--- src/rtl/intc_pkg.sv ---
`timescale 1ns/1ps
package intc_pkg;
    localparam int unsigned NSRC_DEF = 16;
    localparam int unsigned PW_DEF   = 4;
    localparam int unsigned AW_DEF   = 8;
    localparam int unsigned DW_DEF   = 32;

    // Byte offsets of the register map
    localparam logic [7:0] OFF_ACCEPT = 8'h18;
    localparam logic [7:0] OFF_EVENT  = 8'h20;
    localparam logic [7:0] OFF_CUR    = 8'h30;
    localparam logic [7:0] OFF_PREV   = 8'h34;
    localparam logic [7:0] OFF_PRIO   = 8'h40;

    localparam int unsigned VEC_BASE  = 16;
    localparam int unsigned VEC_SHIFT = 5;

    typedef enum logic [1:0] {
        RSP_IDLE,
        RSP_ACCEPT,
        RSP_REG
    } rsp_state_e;

    function automatic logic [31:0] vec_of(input logic [31:0] idx);
        vec_of = (idx + VEC_BASE) << VEC_SHIFT;
    endfunction
endpackage

--- src/rtl/intc_prio_bank.sv ---
`timescale 1ns/1ps
module intc_prio_bank
    import intc_pkg::*;
#(
    parameter int unsigned NSRC = NSRC_DEF,
    parameter int unsigned PW   = PW_DEF,
    parameter int unsigned AW   = AW_DEF,
    parameter int unsigned DW   = DW_DEF
) (
    input  logic                     clk_i,
    input  logic                     rst_ni,
    input  logic                     we_i,
    input  logic [AW-1:0]            addr_i,
    input  logic [DW/8-1:0]          be_i,
    input  logic [DW-1:0]            wdata_i,
    output logic [NSRC-1:0][PW-1:0]  prio_o,
    output logic [DW-1:0]            rdata_o,
    output logic                     hit_o
);
    localparam int unsigned PER_WORD = DW / PW;
    localparam int unsigned NWORD    = (NSRC + PER_WORD - 1) / PER_WORD;
    localparam int unsigned WAW      = AW - 2;
    localparam logic [WAW-1:0] BASE_W = WAW'(OFF_PRIO >> 2);

    logic [WAW-1:0] word_sel;

    assign word_sel = addr_i[AW-1:2] - BASE_W;
    assign hit_o    = (addr_i[AW-1:2] >= BASE_W) &&
                      (word_sel < WAW'(NWORD)) &&
                      (addr_i[1:0] == 2'b00);

    for (genvar i = 0; i < NSRC; i++) begin : g_src
        localparam int unsigned SLOT = i % PER_WORD;
        localparam int unsigned WIDX = i / PER_WORD;
        localparam int unsigned LANE = (SLOT * PW) / 8;

        always_ff @(posedge clk_i or negedge rst_ni) begin
            if (!rst_ni) begin
                prio_o[i] <= '0;
            end else if (we_i && hit_o && (word_sel == WAW'(WIDX)) && be_i[LANE]) begin
                prio_o[i] <= wdata_i[SLOT*PW +: PW];
            end
        end
    end

    always_comb begin
        rdata_o = '0;
        for (int i = 0; i < NSRC; i++) begin
            if (word_sel == WAW'(i / PER_WORD)) begin
                rdata_o[(i % PER_WORD)*PW +: PW] = prio_o[i];
            end
        end
    end
endmodule

--- src/rtl/intc_arbiter.sv ---
`timescale 1ns/1ps
module intc_arbiter
    import intc_pkg::*;
#(
    parameter int unsigned NSRC = NSRC_DEF,
    parameter int unsigned PW   = PW_DEF,
    localparam int unsigned IW  = $clog2(NSRC)
) (
    input  logic [NSRC-1:0]          req_i,
    input  logic [NSRC-1:0][PW-1:0]  prio_i,
    input  logic [PW-1:0]            level_i,
    output logic                     found_o,
    output logic [IW-1:0]            win_idx_o,
    output logic [PW-1:0]            win_prio_o
);
    // Ascending scan with strict comparison: an equal priority later in
    // the scan cannot displace an earlier (lower-index) winner.
    always_comb begin
        found_o    = 1'b0;
        win_idx_o  = '0;
        win_prio_o = level_i;
        for (int i = 0; i < NSRC; i++) begin
            if (req_i[i] && (prio_i[i] > win_prio_o)) begin
                found_o    = 1'b1;
                win_idx_o  = IW'(i);
                win_prio_o = prio_i[i];
            end
        end
    end
endmodule

--- src/rtl/intc_level_ctrl.sv ---
`timescale 1ns/1ps
module intc_level_ctrl
    import intc_pkg::*;
#(
    parameter int unsigned NSRC = NSRC_DEF,
    parameter int unsigned PW   = PW_DEF,
    parameter int unsigned DW   = DW_DEF,
    localparam int unsigned IW  = $clog2(NSRC)
) (
    input  logic           clk_i,
    input  logic           rst_ni,
    input  logic           accept_i,
    input  logic           found_i,
    input  logic [IW-1:0]  win_idx_i,
    input  logic [PW-1:0]  win_prio_i,
    input  logic           lvl_we_i,
    input  logic [PW-1:0]  lvl_wdata_i,
    output logic [PW-1:0]  cur_o,
    output logic [PW-1:0]  prev_o,
    output logic [DW-1:0]  evt_o
);
    always_ff @(posedge clk_i or negedge rst_ni) begin
        if (!rst_ni) begin
            cur_o  <= '0;
            prev_o <= '0;
            evt_o  <= '0;
        end else if (accept_i) begin
            if (found_i) begin
                prev_o <= cur_o;
                cur_o  <= win_prio_i;
                evt_o  <= DW'(vec_of(32'(win_idx_i)));
            end else begin
                evt_o  <= '0;
            end
        end else if (lvl_we_i) begin
            cur_o <= lvl_wdata_i;
        end
    end
endmodule

--- src/rtl/intc_accept_top.sv ---
`timescale 1ns/1ps
module intc_accept_top
    import intc_pkg::*;
#(
    parameter int unsigned NSRC = NSRC_DEF,
    parameter int unsigned PW   = PW_DEF,
    parameter int unsigned AW   = AW_DEF,
    parameter int unsigned DW   = DW_DEF
) (
    input  logic              clk_i,
    input  logic              rst_ni,
    input  logic [NSRC-1:0]   irq_req_i,
    input  logic [AW-1:0]     bus_addr_i,
    input  logic              bus_we_i,
    input  logic [DW/8-1:0]   bus_be_i,
    input  logic [DW-1:0]     bus_wdata_i,
    input  logic              bus_re_i,
    output logic [DW-1:0]     bus_rdata_o,
    output logic              irq_o
);
    localparam int unsigned IW = $clog2(NSRC);

    logic [NSRC-1:0][PW-1:0] prio;
    logic [DW-1:0]           prio_rdata;
    logic                    prio_hit;
    logic                    found;
    logic [IW-1:0]           win_idx;
    logic [PW-1:0]           win_prio;
    logic [PW-1:0]           cur_lvl;
    logic [PW-1:0]           prev_lvl;
    logic [DW-1:0]           evt_vec;
    logic                    wr_ok;
    logic                    is_accept;
    logic                    lvl_we;

    rsp_state_e              state_q, state_d;
    logic [DW-1:0]           data_q, data_d;

    assign wr_ok     = bus_we_i && !bus_re_i;
    assign is_accept = bus_re_i && (bus_addr_i == AW'(OFF_ACCEPT));
    assign lvl_we    = wr_ok && (bus_addr_i == AW'(OFF_CUR)) && bus_be_i[0];

    intc_prio_bank #(.NSRC(NSRC), .PW(PW), .AW(AW), .DW(DW)) u_bank (
        .clk_i   (clk_i),
        .rst_ni  (rst_ni),
        .we_i    (wr_ok),
        .addr_i  (bus_addr_i),
        .be_i    (bus_be_i),
        .wdata_i (bus_wdata_i),
        .prio_o  (prio),
        .rdata_o (prio_rdata),
        .hit_o   (prio_hit)
    );

    intc_arbiter #(.NSRC(NSRC), .PW(PW)) u_arb (
        .req_i      (irq_req_i),
        .prio_i     (prio),
        .level_i    (cur_lvl),
        .found_o    (found),
        .win_idx_o  (win_idx),
        .win_prio_o (win_prio)
    );

    intc_level_ctrl #(.NSRC(NSRC), .PW(PW), .DW(DW)) u_lvl (
        .clk_i       (clk_i),
        .rst_ni      (rst_ni),
        .accept_i    (is_accept),
        .found_i     (found),
        .win_idx_i   (win_idx),
        .win_prio_i  (win_prio),
        .lvl_we_i    (lvl_we),
        .lvl_wdata_i (bus_wdata_i[PW-1:0]),
        .cur_o       (cur_lvl),
        .prev_o      (prev_lvl),
        .evt_o       (evt_vec)
    );

    assign irq_o = found;

    // Next state and captured read data
    always_comb begin
        state_d = RSP_IDLE;
        data_d  = '0;
        if (is_accept) begin
            state_d = RSP_ACCEPT;
            data_d  = found ? DW'(vec_of(32'(win_idx))) : '0;
        end else if (bus_re_i) begin
            state_d = RSP_REG;
            if (bus_addr_i == AW'(OFF_EVENT)) begin
                data_d = evt_vec;
            end else if (bus_addr_i == AW'(OFF_CUR)) begin
                data_d = DW'(cur_lvl);
            end else if (bus_addr_i == AW'(OFF_PREV)) begin
                data_d = DW'(prev_lvl);
            end else if (prio_hit) begin
                data_d = prio_rdata;
            end
        end
    end

    // State register
    always_ff @(posedge clk_i or negedge rst_ni) begin
        if (!rst_ni) begin
            state_q <= RSP_IDLE;
            data_q  <= '0;
        end else begin
            state_q <= state_d;
            data_q  <= data_d;
        end
    end

    // Outputs
    always_comb begin
        unique case (state_q)
            RSP_IDLE:   bus_rdata_o = '0;
            RSP_ACCEPT: bus_rdata_o = data_q;
            RSP_REG:    bus_rdata_o = data_q;
            default:    bus_rdata_o = '0;
        endcase
    end
endmodule

--- config.mk ---
export PLATFORM = sky130hd
export DESIGN_NAME = intc_accept_top
export DESIGN_NICKNAME = d
export VERILOG_FILES = /design/src/rtl/intc_pkg.sv /design/src/rtl/intc_prio_bank.sv /design/src/rtl/intc_arbiter.sv /design/src/rtl/intc_level_ctrl.sv /design/src/rtl/intc_accept_top.sv
export SDC_FILE = /design/constraint.sdc
export NUM_CORES = 1
export LEC_CHECK = 0
export BUFFER_PORTS_ARGS = -buffer_cell sky130_fd_sc_hd__clkbuf_2
export CAP_MARGIN = 20
export CELL_PAD_IN_SITES_DETAIL_PLACEMENT = 1
export CELL_PAD_IN_SITES_GLOBAL_PLACEMENT = 2
export CORE_ASPECT_RATIO = 1.75
export CORE_MARGIN = 2
export CORE_UTILIZATION = 41
export CTS_BUF_LIST = sky130_fd_sc_hd__clkbuf_4 sky130_fd_sc_hd__clkbuf_8
export DETAILED_ROUTE_END_ITERATION = 8
export PLACE_DENSITY = 0.85
export SYNTH_ARGS = -nofsm -noshare
export SYNTH_HDL_FRONTEND = slang
export SYNTH_SLANG_ARGS = --single-unit
--- constraint.sdc ---
create_clock -name clk_i -period 43 [get_ports clk_i]
set_clock_uncertainty 0.15 [all_clocks]
set_input_delay 4.3 -clock clk_i [delete_from_list [all_inputs] [get_ports clk_i]]
set_output_delay 4.3 -clock clk_i [all_outputs]
set_load 0.005 [all_outputs]
# After elaboration in Yosys (flattened, before gate mapping)
# Cells that the tools add are included.
[totals] register_bits=138 in_bits=64 output_inout_bits=33 wordCells=165
[op_classes] n_addsub=2 order_cmp=18 eq_ne=8 mux=76 n_reduce_logical=40
[ops] cell="2-to-1 mux 32 bit" n=8
[ops] cell="2-to-1 mux 4 bit" n=43
[ops] cell="greater-than comparator 4 bit" n=16
[ops] cell="logical AND 1 bit" n=33
[ops] cell="equality test 8 x 6 -> 1 bit (second input constant)" n=3
[ops] cell="2-to-1 mux 1 bit" n=17
[ops] cell="2-to-1 mux 3 bit" n=4
[ops] cell="equality test 8 x 5 -> 1 bit (second input constant)" n=1
[ops] cell="2-to-1 mux 2 bit" n=4
[ops] cell="adder 4 x 5 -> 6 bit (second input constant)" n=1
[ops] cell="equality test 6 x 1 -> 1 bit (second input constant)" n=1
[ops] cell=">= comparator 6 x 5 -> 1 bit (second input constant)" n=1
[ops] cell="zero test 6 bit" n=1
[ops] cell="< comparator 6 x 2 -> 1 bit (second input constant)" n=1
[ops] cell="subtractor 6 x 5 -> 6 bit (second input constant)" n=1
[ops] cell="AND reduction 2 bit" n=2
[ops] cell="equality test 2 x 1 -> 1 bit (second input constant)" n=1
[ops] cell="equality test 2 bit (second input constant)" n=1
[ops] cell="zero test 2 bit" n=1
[ops] cell="!= test 2 bit (second input constant)" n=1
[ops] cell="nonzero test 2 bit" n=1
[ops] cell="OR reduction 2 bit" n=1
[ops] cell="zero test 1 bit" n=1

# Longest topological paths before layout
[logic_depth] ltp_word=51 mapped_depth=145 ltp_nobuf=142

# Hierarchy
# A second synthesis with hierarchy kept.
[hier_totals] hier_cells=990 area_unflattened_um2=9160.0
[by_module_without_submodules] mod="intc_arbiter" n_inst=1 cells_per_inst=499 area_each_um2=3519.6 seq_area_each_um2=0.0
[by_module_without_submodules] mod="intc_prio_bank" n_inst=1 cells_per_inst=216 area_each_um2=2969.1 seq_area_each_um2=1601.5
[by_module_without_submodules] mod="intc_accept_top" n_inst=1 cells_per_inst=199 area_each_um2=1855.5 seq_area_each_um2=850.8
[by_module_without_submodules] mod="intc_level_ctrl" n_inst=1 cells_per_inst=76 area_each_um2=815.8 seq_area_each_um2=325.3

# Worst setup path before layout
# No wires, ideal clock.
[synth_path] path_type="input-to-output" startpoint="input port irq_req_i[0]" endpoint="output port irq_o" arrival_time_ps=26802 required_ps=38550 setup_slack_ps=11748 path_stages=127 n_path_buf=3 cell_sequence="nand2_1 a21oi_1 nor2_1 a21oi_1 ha_1 nand2_1 nor2_1 and3_1 o22ai_2 a21boi_0 mux2i_1 inv_1 ha_1 o31a_1 o21ai_0 a211oi_2 nand4_2 a32oi_4 [... 91 more ...] mux2_1 ha_1 nor2b_1 o21ai_0 nand2_1 a31oi_1 o31ai_1 a211o_1 or3_1 nand2_1 ha_1 o21a_1 o21a_1 o211ai_1 nand4b_1 or3_1 a21oi_2 inv_2"
[synth_via] elab_chain_cells=47 elab_cells_between_ends=62 classes_between="order compare: 15; mux: 31; reduce/logical: 16"
[synth_lines] item="from (decl)" line_no="intc_accept_top.sv:12" rtl="input logic [NSRC-1:0] irq_req_i,"
[synth_lines] item="logical AND 1 bit *" line_no="intc_arbiter.sv:23" rtl="if (req_i[i] && (prio_i[i] > win_prio_o)) begin"
[synth_lines] item="2-to-1 mux 4 bit" line_no="intc_arbiter.sv:23"
[synth_lines] item="greater-than comparator 4 bit" line_no="intc_arbiter.sv:23"
[synth_lines] item="logical AND 1 bit" line_no="intc_arbiter.sv:23"
[synth_lines] item="2-to-1 mux 4 bit" line_no="intc_arbiter.sv:23"
[synth_lines] item="greater-than comparator 4 bit" line_no="intc_arbiter.sv:23"
[synth_lines] item="logical AND 1 bit" line_no="intc_arbiter.sv:23"
[synth_lines] item="2-to-1 mux 4 bit" line_no="intc_arbiter.sv:23"
[synth_lines] item="[... 31 more ...]"
[synth_lines] item="logical AND 1 bit" line_no="intc_arbiter.sv:23"
[synth_lines] item="2-to-1 mux 4 bit" line_no="intc_arbiter.sv:23"
[synth_lines] item="greater-than comparator 4 bit" line_no="intc_arbiter.sv:23"
[synth_lines] item="logical AND 1 bit" line_no="intc_arbiter.sv:23"
[synth_lines] item="2-to-1 mux 4 bit" line_no="intc_arbiter.sv:23"
[synth_lines] item="greater-than comparator 4 bit" line_no="intc_arbiter.sv:23"
[synth_lines] item="logical AND 1 bit" line_no="intc_arbiter.sv:23"
[synth_lines] item="2-to-1 mux 1 bit *" line_no="intc_arbiter.sv:23"
[synth_lines] item="to (decl)" line_no="intc_accept_top.sv:19" rtl="output logic irq_o"
# Mark *: on every way between the ends. The rest lies on a longest branch, timed or not.

# Final worst setup path
# Same ends and word-level chain as after synthesis.

==> metrics list <==
- The flow ran to the end, and the final reports show no timing, DRC or antenna violations.
- In this run the critical register-to-register path is captured at u_lvl.prev_o[0]$_DFFE_PN0P_.
- TritonCTS clock tree: built
- In the global route stage, overall resource usage came out at 0.243.
- Max Root-Sink Buffers: 2
* Instance count of the mapped netlist: 878
- The number of nets handed over by synthesis was 991.
* Kind of end point of the critical path: output pin
- Number of nets at the end of the flow: 1077
- The floorplan step set the die width to 111 um.
* Class of the most critical hold timing path: flop to flop
- The congestion estimate from routability-driven global placement came to 0.910.
- After detailed routing, the average wire length per cell comes to 20.7 um.
* Flops & latches, synth: 111
- Setup slack on the worst flop-to-flop path: 13.68 ns
- Post-detailed-placement half-perimeter wirelength: 20100 um
- For the pin with the worst max-slew slack, the measured transition is 0.984 ns.
- Setup violations remaining at the end of the flow were counted as 0.
- Number of synthesized flops with an enable pin: 0
- Pre-CTS setup slack: 6.92 ns
- The H-tree was split into 3 levels.
- For this configuration, the core starts out at a cell density of 0.417.
- Counting the fill cells in the layout gives 2411.
- Of the available clock period, the critical path in the final layout requires 0.844.
* Crit path buf inv count: 15
- Number of optimization iterations in the first detailed-route pass: 4
- Setup total negative slack on the finished layout was measured at 0 ns.
- The worst path in the final design needs a cycle of 36.29 ns, including I/O delays and setup.
* Reg-to-Reg Start: u_lvl.cur_o[1]$_DFFE_PN0P_
- Clock transition at the register clock pins on the worst setup and hold paths after CTS: 0.11 ns
- The number of global-route vias before repair is 7523.
- Largest net degree at the start of global routing: 59
* GR Overflow Total: 0
- After detailed routing, the number of remaining DRC violations is 0.
- Among all flip-flop cells after synthesis, the most frequent one is sky130_fd_sc_hd__dfrtp_1.
- Among all stages on the critical path, the largest delay is contributed by sky130_fd_sc_hd__o21ai_0.
- Max Cap Violations: 0
- Sequential area share after synthesis: 0.337
* Maximum fanout along the worst path: 11
* Fin worst setup slack: 6.71 ns
* Worst path max stage delay: 0.58 ns
* Top cell by count, worst path: sky130_fd_sc_hd__ha_1
* Post-CTS setup-driven buffer insertion count: 0
- Count of hold buffers inserted by post-cts repair: 0
* Antenna violations before repair: 0
- Post-cts repair resize count: 0
- Die Ht: 191 um
- In this design, the largest share of critical-path delay is due to compound AO/OA/AOI/OAI gates.
- Relative area change from synthesis to final layout: 11.0%
- Counting every sink on the clock net gives 111.
* Slew headroom: 0.339
* Placement row count: 68
* Classification of the worst setup path: input port to output pin
* Antenna diode count: 0
* Data arrival at the endpoint of the critical path: 31.84 ns
* Number of CTS-inserted buffers: 9
* Post-synthesis cell type count: 94
- Routed wire length: 25200 um
* Fraction of final layout cells with drive strength greater than 1: 0.247
- Timing-limited maximum frequency: 27.6 MHz
- Input and output buffers added on the ports amount to 96.
* Worst Path Required: 38.55 ns
- The startpoint identified for the worst hold timing path is u_lvl.evt_o[7]$_DFFE_PN0P_.
- The worst hold path terminates at u_lvl.evt_o[7]$_DFFE_PN0P_.
- Global-route wire length before repair: 40300 um
- Die Outline Area: 0.0213 sq mm
- The detailed router finished its first iteration with 178 violations.
- For the worst-skew pair, the clock arrives at the later sink with an insertion delay of 0.41 ns.
- Counting instances, the worst hold path has a depth of 1.
- Core Region: 0.0197 sq mm
- The count of final hold-check violations was 0.
* Total via count after detailed routing: 6940
- Final antenna-violating net count: 0
- Register-to-Register Path Depth: 131
- Via/cell ratio: 5.72
- Netlist Area Pre-Place: 0.00824 sq mm
- Yosys printed 0 warnings.
* Proportion of register bits with asynchronous set or reset after synthesis: 1.00
- Ports: 97
* Category of the worst setup path launch point: input port
- In this run the clock root is driven by a sky130_fd_sc_hd__clkbuf_8.
- RSZ-0062 raised after global routing: false
* Final max-slew violation count: 0
* Post-Synthesis Mean Instance Area: 9.38 sq um
how the worst max path moves through the flow:
stage / slack [ns] / cells past startpoint / to / from
after floorplan: 11.75 / 127 / irq_o / irq_req_i[0]
after global placement: 7.37 / 129 / irq_o / irq_req_i[0]
after detailed placement: 6.92 / 129 / irq_o / irq_req_i[0]
after CTS: 6.78 / 129 / irq_o / irq_req_i[0]
after global routing: 4.66 / 129 / irq_o / irq_req_i[0]
final: 6.71 / 129 / irq_o / irq_req_i[0]
Yosys cell counts (3+ instances only):
master | instances | share of area
sky130_fd_sc_hd__a211o_1 | 4 | 0.0043
sky130_fd_sc_hd__a211oi_1 | 5 | 0.0046
sky130_fd_sc_hd__a211oi_2 | 4 | 0.0061
sky130_fd_sc_hd__a21boi_0 | 4 | 0.0036
sky130_fd_sc_hd__a21o_1 | 20 | 0.018
sky130_fd_sc_hd__a21oi_1 | 31 | 0.019
sky130_fd_sc_hd__a21oi_2 | 4 | 0.0043
sky130_fd_sc_hd__a221oi_1 | 3 | 0.0032
sky130_fd_sc_hd__a311oi_2 | 3 | 0.0055
sky130_fd_sc_hd__a31oi_1 | 9 | 0.0068
sky130_fd_sc_hd__and2_1 | 38 | 0.029
sky130_fd_sc_hd__and3_1 | 10 | 0.0076
sky130_fd_sc_hd__buf_6 | 3 | 0.0041
sky130_fd_sc_hd__clkbuf_1 | 20 | 0.0091
sky130_fd_sc_hd__dfrtp_1 | 111 | 0.34
sky130_fd_sc_hd__ha_1 | 49 | 0.074
sky130_fd_sc_hd__inv_1 | 71 | 0.032
sky130_fd_sc_hd__mux2_2 | 83 | 0.11
sky130_fd_sc_hd__mux2i_1 | 39 | 0.047
sky130_fd_sc_hd__nand2_1 | 68 | 0.031
sky130_fd_sc_hd__nand2b_1 | 7 | 0.0053
sky130_fd_sc_hd__nand3_1 | 23 | 0.014
sky130_fd_sc_hd__nand4_1 | 9 | 0.0068
sky130_fd_sc_hd__nor2_1 | 69 | 0.031
sky130_fd_sc_hd__nor2b_1 | 8 | 0.0061
sky130_fd_sc_hd__nor3_1 | 8 | 0.0049
sky130_fd_sc_hd__nor3b_1 | 3 | 0.0027
sky130_fd_sc_hd__o211a_1 | 3 | 0.0036
sky130_fd_sc_hd__o211ai_1 | 11 | 0.010
sky130_fd_sc_hd__o21a_1 | 12 | 0.011
sky130_fd_sc_hd__o21ai_0 | 40 | 0.024
sky130_fd_sc_hd__o21ai_1 | 12 | 0.0073
sky130_fd_sc_hd__o31a_1 | 3 | 0.0032
sky130_fd_sc_hd__o31ai_1 | 3 | 0.0027
sky130_fd_sc_hd__or2_1 | 3 | 0.0023
sky130_fd_sc_hd__or2_2 | 3 | 0.0023
sky130_fd_sc_hd__or3_1 | 3 | 0.0023
sky130_fd_sc_hd__xnor2_1 | 4 | 0.0043
sky130_fd_sc_hd__xor2_1 | 5 | 0.0053
layout make-up:
cell class	instances	area [sq um]	share of cell area
Clock buffer	10	131	0.0144
Clock inverter	6	67.6	0.00739
Inverter	73	274	0.0300
Multi-Input combinational cell	668	5070	0.554
Sequential cell	111	2780	0.304
Tap cell	245	307	0.0335
Timing Repair Buffer	101	520	0.0569
metrics by stage:
step	hold slack [ns]	cells	area, sq um	utilization
after floorplan	0.296	878	8240	-
after global placement	0.309	1198	8950	0.453
after detailed placement	0.321	1198	8950	0.453
after CTS	0.347	1214	9150	0.463
after global routing	0.375	1214	9150	0.463
final	0.345	1214	9150	0.463
logic make-up after synthesis:
| logic type | Yosys count | synth area share |
|---|---|---|
| flip-flops | 111 | 0.337 |
| buffers and inverters | 99 | 0.0483 |
| AO/OA/AOI/OAI | 213 | 0.194 |
| adder cells (fa/ha/maj) | 51 | 0.0769 |
| XOR/XNOR | 9 | 0.00957 |
| multiplexers | 127 | 0.170 |
| AND/OR/NAND/NOR | 268 | 0.164 |
placed cells by master (no fill, tap or decap), drive strengths merged, types with 4 or more instances in the layout:
cell and instances:
a211o 4, a211oi 10, a21boi 5, a21o 20, a21oi 35, a311oi 6
a31oi 9, and2 38, and3 10, buf 6, clkbuf 105, dfrtp 111
ha 49, inv 75, mux2 86, mux2i 41, nand2 68, nand2b 8
nand3 23, nand4 10, nor2 69, nor2b 9, nor3 8, o211a 4
o211ai 12, o21a 12, o21ai 53, o31ai 4, or2 7, or3 4
xnor2 4, xor2 5
flip-flops by register name, summed over array words and instances, names as in the netlist:
name and count:
u_lvl.cur_o 4, u_bank.prio_o 64, state_q 2, u_lvl.evt_o 5, data_q 32, u_lvl.prev_o 4
layer usage:
layer	routed length [um]	vias up	GRT usage	part of all wire
met1	9880	3462	0.266	0.39
met4	907	0	0.104	0.036
met3	551	41	0.0301	0.022
li1	-	3338	-	-
met2	13800	99	0.469	0.55
met5	0	-	0	0
Power is left out: the tool's default activity adds up to more than one toggle a clock period on the data nets, which glitch-free logic cannot reach.
